<file path="src/rtl/dtc_pkg.sv">
// Package: shared types and constants for the deadtime-compensated PWM pair.
// Assumes channel 0 is the high side and channel 1 the low side everywhere.
package dtc_pkg;

    // Duty source chosen by the latched select bit
    typedef enum logic {
        SRC_EVEN = 1'b0,
        SRC_ODD  = 1'b1
    } duty_src_e;

    localparam int NUM_CH = 2;
    localparam int CH_TOP = 0;
    localparam int CH_BOT = 1;

endpackage

</file>
<file path="src/rtl/dtc_period_cnt.sv">
// Module: free-running period counter.
// Counts 0..PERIOD-1 and flags the last count so neighbours can latch
// period-buffered values. Assumes PERIOD >= 2.
module dtc_period_cnt #(
    parameter int PERIOD = 16,
    parameter int CNT_W  = $clog2(PERIOD)
) (
    input  logic             clk,
    input  logic             rst_n,
    output logic [CNT_W-1:0] cnt,
    output logic             last
);

    localparam logic [CNT_W-1:0] LAST_VAL = CNT_W'(PERIOD - 1);

    logic [CNT_W-1:0] cnt_q;

    // Flag the final count of the period
    assign last = (cnt_q == LAST_VAL);
    assign cnt  = cnt_q;

    // Advance the count, wrapping after the final value
    always_ff @(posedge clk) begin
        if (!rst_n) begin
            cnt_q <= '0;
        end else if (last) begin
            cnt_q <= '0;
        end else begin
            cnt_q <= cnt_q + CNT_W'(1);
        end
    end

endmodule

</file>
<file path="src/rtl/dtc_duty_bank.sv">
// Module: period-buffered duty source selection and edge compare.
// Latches the select bit and the duty it picks at every period end,
// unconditionally, then compares the running count against that duty to
// form the raw high-side drive. Assumes DUTY_W >= CNT_W.
module dtc_duty_bank
    import dtc_pkg::*;
#(
    parameter int CNT_W  = 4,
    parameter int DUTY_W = 8
) (
    input  logic              clk,
    input  logic              rst_n,
    input  logic              period_last,
    input  logic              src_sel,
    input  logic [DUTY_W-1:0] duty_even,
    input  logic [DUTY_W-1:0] duty_odd,
    input  logic [CNT_W-1:0]  cnt,
    output logic [DUTY_W-1:0] duty_act,
    output logic              raw_top
);

    duty_src_e         src_q;
    duty_src_e         src_next;
    logic [DUTY_W-1:0] duty_next;
    logic [DUTY_W-1:0] duty_q;
    logic [DUTY_W-1:0] cnt_wide;

    // Decode the requested source and its duty value
    always_comb begin
        src_next  = src_sel ? SRC_ODD : SRC_EVEN;
        duty_next = (src_next == SRC_ODD) ? duty_odd : duty_even;
    end

    // Latch source and duty together once per period
    always_ff @(posedge clk) begin
        if (!rst_n) begin
            src_q  <= SRC_EVEN;
            duty_q <= '0;
        end else if (period_last) begin
            src_q  <= src_next;
            duty_q <= duty_next;
        end
    end

    // Compare the count against the active duty
    always_comb begin
        cnt_wide = DUTY_W'(cnt);
        raw_top  = (cnt_wide < duty_q);
    end

    assign duty_act = duty_q;

endmodule

</file>
<file path="src/rtl/dtc_dead_gen.sv">
// Module: turn-on delay for one output of the pair.
// The output goes low at once when its raw drive drops. It turns on only
// after the raw drive has been high for dead_cycles+1 consecutive edges.
// turn_on marks the edge where the output switches on.
module dtc_dead_gen #(
    parameter int DT_W = 4
) (
    input  logic            clk,
    input  logic            rst_n,
    input  logic            raw_in,
    input  logic [DT_W-1:0] dead_cycles,
    output logic            gate_out,
    output logic            turn_on
);

    logic [DT_W-1:0] wait_q;
    logic            gate_q;
    logic            ready;

    // The deadtime has elapsed while the raw drive stayed high
    assign ready    = raw_in && (wait_q >= dead_cycles);
    assign turn_on  = ready && !gate_q;
    assign gate_out = gate_q;

    // Count the deadtime and drive the gate
    always_ff @(posedge clk) begin
        if (!rst_n) begin
            wait_q <= '0;
            gate_q <= 1'b0;
        end else if (!raw_in) begin
            wait_q <= '0;
            gate_q <= 1'b0;
        end else begin
            if (wait_q < dead_cycles) begin
                wait_q <= wait_q + DT_W'(1);
            end
            gate_q <= ready;
        end
    end

endmodule

</file>
<file path="src/rtl/dtc_mark_cap.sv">
// Module: current-direction marker capture.
// Synchronises the asynchronous sense input with two flops, then stores
// the synchronised value into one marker bit per channel on that
// channel's turn-on event. Each bit holds between events.
module dtc_mark_cap #(
    parameter int NCH = 2
) (
    input  logic           clk,
    input  logic           rst_n,
    input  logic           sense_in,
    input  logic [NCH-1:0] cap_evt,
    output logic [NCH-1:0] mark
);

    logic sync1_q;
    logic sync2_q;

    // Two-flop synchroniser on the sense input
    always_ff @(posedge clk) begin
        if (!rst_n) begin
            sync1_q <= 1'b0;
            sync2_q <= 1'b0;
        end else begin
            sync1_q <= sense_in;
            sync2_q <= sync1_q;
        end
    end

    for (genvar ch = 0; ch < NCH; ch++) begin : g_mark
        logic mark_q;

        // Capture the synchronised sense on this channel's turn-on
        always_ff @(posedge clk) begin
            if (!rst_n) begin
                mark_q <= 1'b0;
            end else if (cap_evt[ch]) begin
                mark_q <= sync2_q;
            end
        end

        assign mark[ch] = mark_q;
    end

endmodule

</file>
<file path="src/rtl/dtc_pwm_pair.sv">
// Module: complementary PWM pair with deadtime and deadtime-correction
// support. Assumes a single clock, a synchronous active-low reset,
// DUTY_W >= $clog2(PERIOD), and dead_cycles changed only while in reset.
module dtc_pwm_pair
    import dtc_pkg::*;
#(
    parameter int PERIOD = 16,
    parameter int DUTY_W = 8,
    parameter int DT_W   = 4,
    parameter int CNT_W  = $clog2(PERIOD)
) (
    input  logic              clk,
    input  logic              rst_n,
    input  logic [DUTY_W-1:0] duty_even,
    input  logic [DUTY_W-1:0] duty_odd,
    input  logic              src_sel,
    input  logic [DT_W-1:0]   dead_cycles,
    input  logic              isense,
    output logic              pwm_top,
    output logic              pwm_bot,
    output logic [1:0]        dt_mark
);

    logic [CNT_W-1:0]  cnt_q;
    logic              period_last;
    logic [DUTY_W-1:0] duty_act;
    logic              raw_top;
    logic [NUM_CH-1:0] raw_pair;
    logic [NUM_CH-1:0] gate;
    logic [NUM_CH-1:0] turn_on;

    // Period counter
    dtc_period_cnt #(
        .PERIOD (PERIOD),
        .CNT_W  (CNT_W)
    ) u_cnt (
        .clk   (clk),
        .rst_n (rst_n),
        .cnt   (cnt_q),
        .last  (period_last)
    );

    // Buffered duty selection and compare
    dtc_duty_bank #(
        .CNT_W  (CNT_W),
        .DUTY_W (DUTY_W)
    ) u_duty (
        .clk         (clk),
        .rst_n       (rst_n),
        .period_last (period_last),
        .src_sel     (src_sel),
        .duty_even   (duty_even),
        .duty_odd    (duty_odd),
        .cnt         (cnt_q),
        .duty_act    (duty_act),
        .raw_top     (raw_top)
    );

    // Complementary raw drives, one per channel
    always_comb begin
        raw_pair         = '0;
        raw_pair[CH_TOP] = raw_top;
        raw_pair[CH_BOT] = !raw_top;
    end

    // One deadtime generator per channel
    for (genvar ch = 0; ch < NUM_CH; ch++) begin : g_dead
        dtc_dead_gen #(
            .DT_W (DT_W)
        ) u_dead (
            .clk         (clk),
            .rst_n       (rst_n),
            .raw_in      (raw_pair[ch]),
            .dead_cycles (dead_cycles),
            .gate_out    (gate[ch]),
            .turn_on     (turn_on[ch])
        );
    end

    // Sense capture at each turn-on
    dtc_mark_cap #(
        .NCH (NUM_CH)
    ) u_mark (
        .clk      (clk),
        .rst_n    (rst_n),
        .sense_in (isense),
        .cap_evt  (turn_on),
        .mark     (dt_mark)
    );

    assign pwm_top = gate[CH_TOP];
    assign pwm_bot = gate[CH_BOT];

endmodule

</file>
<file path="config.mk">
export PLATFORM = sky130hd
export DESIGN_NAME = dtc_pwm_pair
export DESIGN_NICKNAME = d
export VERILOG_FILES = /design/src/rtl/dtc_pkg.sv /design/src/rtl/dtc_period_cnt.sv /design/src/rtl/dtc_duty_bank.sv /design/src/rtl/dtc_dead_gen.sv /design/src/rtl/dtc_mark_cap.sv /design/src/rtl/dtc_pwm_pair.sv
export SDC_FILE = /design/constraint.sdc
export NUM_CORES = 1
export LEC_CHECK = 0
export ABC_AREA = 1
export CELL_PAD_IN_SITES_DETAIL_PLACEMENT = 2
export CELL_PAD_IN_SITES_GLOBAL_PLACEMENT = 2
export CORE_ASPECT_RATIO = 0.7
export CORE_MARGIN = 2
export CORE_UTILIZATION = 29
export CTS_CLUSTER_SIZE = 14
export DETAILED_ROUTE_END_ITERATION = 16
export PLACE_DENSITY_LB_ADDON = 0.1
export SLEW_MARGIN = 20
export SYNTH_ARGS = -nofsm -noshare
export SYNTH_HDL_FRONTEND = slang
export SYNTH_SLANG_ARGS = --single-unit
</file>
<file path="constraint.sdc">
create_clock -name clk -period 1.7 [get_ports clk]
set_clock_uncertainty 0.1 [all_clocks]
set_input_delay 0.34 -clock clk [delete_from_list [all_inputs] [get_ports clk]]
set_output_delay 0.34 -clock clk [all_outputs]
set_load 0.03 [all_outputs]
</file>
* Word level (Yosys, flattened, before mapping)
Index checks and enable logic that the tools add are counted.
** Word-level totals
- Input port bits :: 24
- Output and inout port bits :: 4
- Logic and storage cells :: 32
- RAM bits :: 0
- Memories kept :: 0
- Memory bits (read-only) :: 0
- Flip-flop bits (word level) :: 26
- Latch bits :: 0
** Operators by class
- Muxes and demuxes :: 2
- Multipliers :: 0
- Add/sub/neg operators :: 3
- Reductions and logical operators :: 10
- Equal/unequal tests :: 1
- Bitwise logic cells :: 1
- Order comparisons :: 5
- Divide/modulo/power cells :: 0
- Shifts and indexed selects :: 0
** Operator list (count)
- 4-bit by 1-bit adder with 4-bit output, second input constant :: 3
- 4-bit >= comparator :: 2
- 4-bit less-than comparator :: 2
- 4-bit by 8-bit less-than comparator with 1-bit output :: 1
- 8-bit two-way mux :: 1
- 4-bit == test, second input constant :: 1
- 1-bit logical AND :: 4
- 2-bit OR reduction :: 2
- 1-bit zero test :: 3
- 2-bit AND reduction :: 1
- 1-bit two-way mux :: 1
- 1-bit NOT :: 1

* Logic depth before layout (Yosys ltp)
- Word-level depth :: 4
- Depth in mapped cells :: 12
- Depth with buffers taken out :: 12

* By module
A second synthesis with hierarchy kept.
** Unflattened totals
- Cell total of the unflattened synthesis :: 221
- Area, all modules :: 1594.0 µm²
** By module, submodules not included
- dtc_dead_gen :: cells an instance 55, instances 2, area each 360.3 µm², sequential area each 100.1 µm²
- dtc_duty_bank :: cells an instance 72, instances 1, area each 563.0 µm², sequential area each 160.2 µm²
- dtc_period_cnt :: cells an instance 19, instances 1, area each 157.7 µm², sequential area each 80.1 µm²
- dtc_mark_cap :: cells an instance 19, instances 1, area each 148.9 µm², sequential area each 80.1 µm²
- dtc_pwm_pair :: cells an instance 1, instances 1, area each 3.8 µm², sequential area each 0.0 µm²

* Worst setup path before layout
Ideal clock, no wire load.
- Kind :: input port to flip-flop
- Start point :: input dead_cycles[3]
- End point :: register u_mark.g_mark[1].mark_q
- Data required time :: 1485 ps
- Arrival :: 1294 ps
- Stages :: 8
- Setup time :: 115 ps
- Slack :: 191 ps
- Path buffers :: 0
- Cells stage by stage :: inv_1 ha_1 a21oi_4 nand3_1 nand2_1 inv_1 a21oi_1 nor2_1
** Between the ends
- Cells in the longest elaborated chain, start to end :: 3
** Ends and longest elaborated chain
- start: declaration :: line dtc_pwm_pair.sv:17 : input logic [DT_W-1:0] dead_cycles,
- 4-bit >= comparator :: line dtc_dead_gen.sv:21 : assign ready = raw_in && (wait_q >= dead_cycles);
- 1-bit logical AND :: line dtc_dead_gen.sv:21
- 1-bit logical AND :: line dtc_dead_gen.sv:22 : assign turn_on = ready && !gate_q;
- end signal: assignment :: line dtc_mark_cap.sv:37 : mark_q <= sync2_q;
- end: declaration :: line dtc_mark_cap.sv:30 : logic mark_q;
Every way passes these cells.
A chain may end at the register's enable or synchronous reset.

* Final worst setup path
- Start point :: input dead_cycles[1]
- End point :: register g_dead[1].u_dead.wait_q[3]
** Between the ends
- Cells in the longest elaborated chain, start to end :: 1
** Ends and longest elaborated chain
- 4-bit less-than comparator :: line dtc_dead_gen.sv:34 : if (wait_q < dead_cycles) begin
- end signal: assignment :: line dtc_dead_gen.sv:35 : wait_q <= wait_q + DT_W'(1);
- end: declaration :: line dtc_dead_gen.sv:16 : logic [DT_W-1:0] wait_q;
Every way passes these cells.

==> run_results.csv <==
group,metric,value,unit
timing,setup_viol,0,
worst_setup_path,worstSetupPathType,"in2reg",
clock_network,cts_tree,"done",
clock_network,htreeDepth,1,
worst_setup_path,cp-start-kind,"input port",
timing,tightest_slew,0.350,ns
worst_setup_path,path_max_fanout,4,
worst_setup_path,arrival,1.68,ns
floorplanning,start_util,0.306,
run,cap_violations,0,
synth,synth.distinct_cells,23,
power_and_ir_drop,power.density,691,nW/um2
global_route,grt_usage,0.152,
timing,slew_headroom,0.766,
route,drc_errors,0,
finish,fin_nets,269,
global_route,grt_pass1_vias,1479,
global_route,grt-ovfl-total,0,
placed_design,gp_congestion,0.744,
timing,fmax,640,MHz
finish,fin_area,2040,um2
placed_design,port_buffers,27,
synth,synth_area,1500,um2
global_route,grt_pass1_wl,6.85,mm
min_path,hold_class,"reg2reg",
global_route,grt_max_degree,18,
floorplanning,die_y,64.1,um
synth,syn_inst,192,
placed_design,place_ws,-0.426,ns
finish,final_cell_mix,"inv_1 (40), nand2_1 (21), dfxtp_1 (21)",
timing,setup-tns-final,0,ns
clock_network,clkTransAtPathRegs,0.09,ns
route,dr.pass1.iters,4,
power_and_ir_drop,leakagePower,0.942,nW
placed_design,dpl_cell_area,1880,um2
finish,diodes,0,
timing,min_period,1.56,ns
worst_setup_path,cp_data_required_time,1.81,ns
clock_network,clock_latency,0.27,ns
clock_network,clk_path_buf_depth,2,
synth,yosysWarnings,0,
route,wl_per_cell,13.5,um
timing,rsz0062_at_grt,"no",
worst_setup_path,critPathCaptureType,"register",
timing,slew_viol_final,0,
finish,area_delta_synth_final,36.3,%
clock_network,clock_sinks,26,
floorplanning,rows,21,
floorplanning,core,4890,um2
route,drt_iter0_markers,22,
floorplanning,fp.dieW,89.9,um
route,postRouteAntennaNets,0,
clock_network,cts_made_buffers,3,
power_and_ir_drop,vdd_ir_drop_max,0.297,mV
route,vias,1335,
finish,final_common_cell,"inv_1",
finish,layout-drive-gt1-share,0.226,
power_and_ir_drop,finalPower,1.41,mW
global_route,antenna_found_initial,0,
timing,hold_violations,0,
synth,yosysSeqAreaShare,0.348,
run_status,run_status,"complete, no violations",
clock_network,clockRootBuffer,"clkbuf_8",
synth,synth-seq-cells,26,
synth,syn_avg_cell_area,7.79,um2
placed_design,dpl.hpwl,3.30,mm
timing,finalCritPeriodShare,0.919,
timing,worst_slack,0.138,ns
clock_network,cts-hold-fix-buffers,0,
floorplanning,io_pins,28,
route,viasPerCell,4.46,
floorplanning,dieArea,5760,um2
synth,synth_fp_nets,230,
route,wl,4.03,mm
==> cell type report <==
class / instances / area (um2)
Tap cell: 69 / 86.3
Timing Repair Buffer: 40 / 362
Sequential cell: 26 / 527
Inverter: 45 / 169
Multi-Input combinational cell: 115 / 841
Fill cell: 551 / 2850
Clock buffer: 4 / 55.1
==> worst max-delay path, stage by stage <==
cell and delay (ns):
dlygate4sd2_1 0.24, inv_2 0.10, ha_4 0.21, nand2_1 0.07, nand2_1 0.06, nand2_2 0.11
nand2_2 0.07, nor2_2 0.12, xor2_1 0.17, inv_1 0.07, nor2_2 0.10
==> final timing paths <==
check	startpoint	to	slack, ns	cells past startpoint
worst max register to register	g_dead[1].u_dead.wait_q[3]	g_dead[1].u_dead.wait_q[3]	0.14	9
worst min register to register	u_mark.sync1_q	u_mark.sync2_q	0.34	2
worst max-delay path	dead_cycles[1]	g_dead[1].u_dead.wait_q[3]	0.14	11
worst min-delay path	u_mark.sync1_q	u_mark.sync2_q	0.34	2
==> per-stage QoR <==
| stage | std cells | hold slack, ns | util |
|---|---|---|---|
| after floorplan | 192 | 0.290 | - |
| after global placement | 291 | 0.298 | 0.384 |
| after detailed placement | 291 | 0.332 | 0.384 |
| after CTS | 299 | 0.347 | 0.415 |
| after global routing | 299 | 0.387 | 0.417 |
| final | 299 | 0.339 | 0.417 |
==> power by group <==
| group | total (mW) | switching (mW) | internal (mW) | leakage (nW) |
|---|---|---|---|---|
| logic | 0.335 | 0.177 | 0.158 | 0.700 |
| clock network | 0.404 | 0.197 | 0.207 | 0.0288 |
| registers | 0.670 | 0.0294 | 0.641 | 0.213 |
==> cell families after synthesis <==
kind of cell               Yosys count  share of synthesized area
and+or+nand+nor                     68                      0.210
adders and majority gates           14                      0.117
buffers and inverters               51                      0.142
DFF                                 26                      0.348
AOI/OAI and AO/OA                   27                      0.148
xor gates and xnor gates             6                     0.0351
==> per-layer routing <==
metal	vias up	share of wire	wire length, um	global-route usage
li1	679	-	-	-
met3	4	0.025	99	0.0342
met2	13	0.50	2000	0.273
met5	-	0	0	0
met4	0	0.012	47	0.0500
met1	639	0.47	1890	0.181
==> synth_stat cells <==
cell type | count | share of area
a211oi_1 | 16 | 0.080
a21oi_1 | 4 | 0.013
a21oi_2 | 3 | 0.018
a21oi_4 | 3 | 0.033
a31oi_1 | 1 | 0.0042
buf_2 | 1 | 0.0033
buf_4 | 3 | 0.015
buf_6 | 1 | 0.0075
clkbuf_2 | 1 | 0.0033
dfxtp_1 | 26 | 0.35
ha_1 | 14 | 0.12
inv_1 | 43 | 0.11
inv_2 | 2 | 0.0050
nand2_1 | 23 | 0.058
nand2_2 | 6 | 0.025
nand2_4 | 1 | 0.0075
nand3_1 | 14 | 0.047
nand3_2 | 1 | 0.0067
nand4_1 | 2 | 0.0084
nor2_1 | 18 | 0.045
nor2_2 | 3 | 0.013
xnor2_1 | 3 | 0.018
xor2_1 | 3 | 0.018
==> sequential cells by signal, indices dropped and copies added (netlist names) <==
signal	flops
g_dead.u_dead.gate_out	2
u_mark.sync2_q	1
g_dead.u_dead.wait_q	8
u_mark.sync1_q	1
u_mark.g_mark.mark_q	2
u_duty.duty_act	8
u_cnt.cnt	4
==> repair_timing <==
| action | CTS | global route |
|---|---|---|
| buffers inserted | 4 | 0 |
| pin swaps | 11 | 2 |
| gates resized for setup | 18 | 7 |
| setup endpoints to repair | 13 | 7 |
| gates cloned | 0 | 0 |
Note: power is estimated with default switching activity, not from simulation.
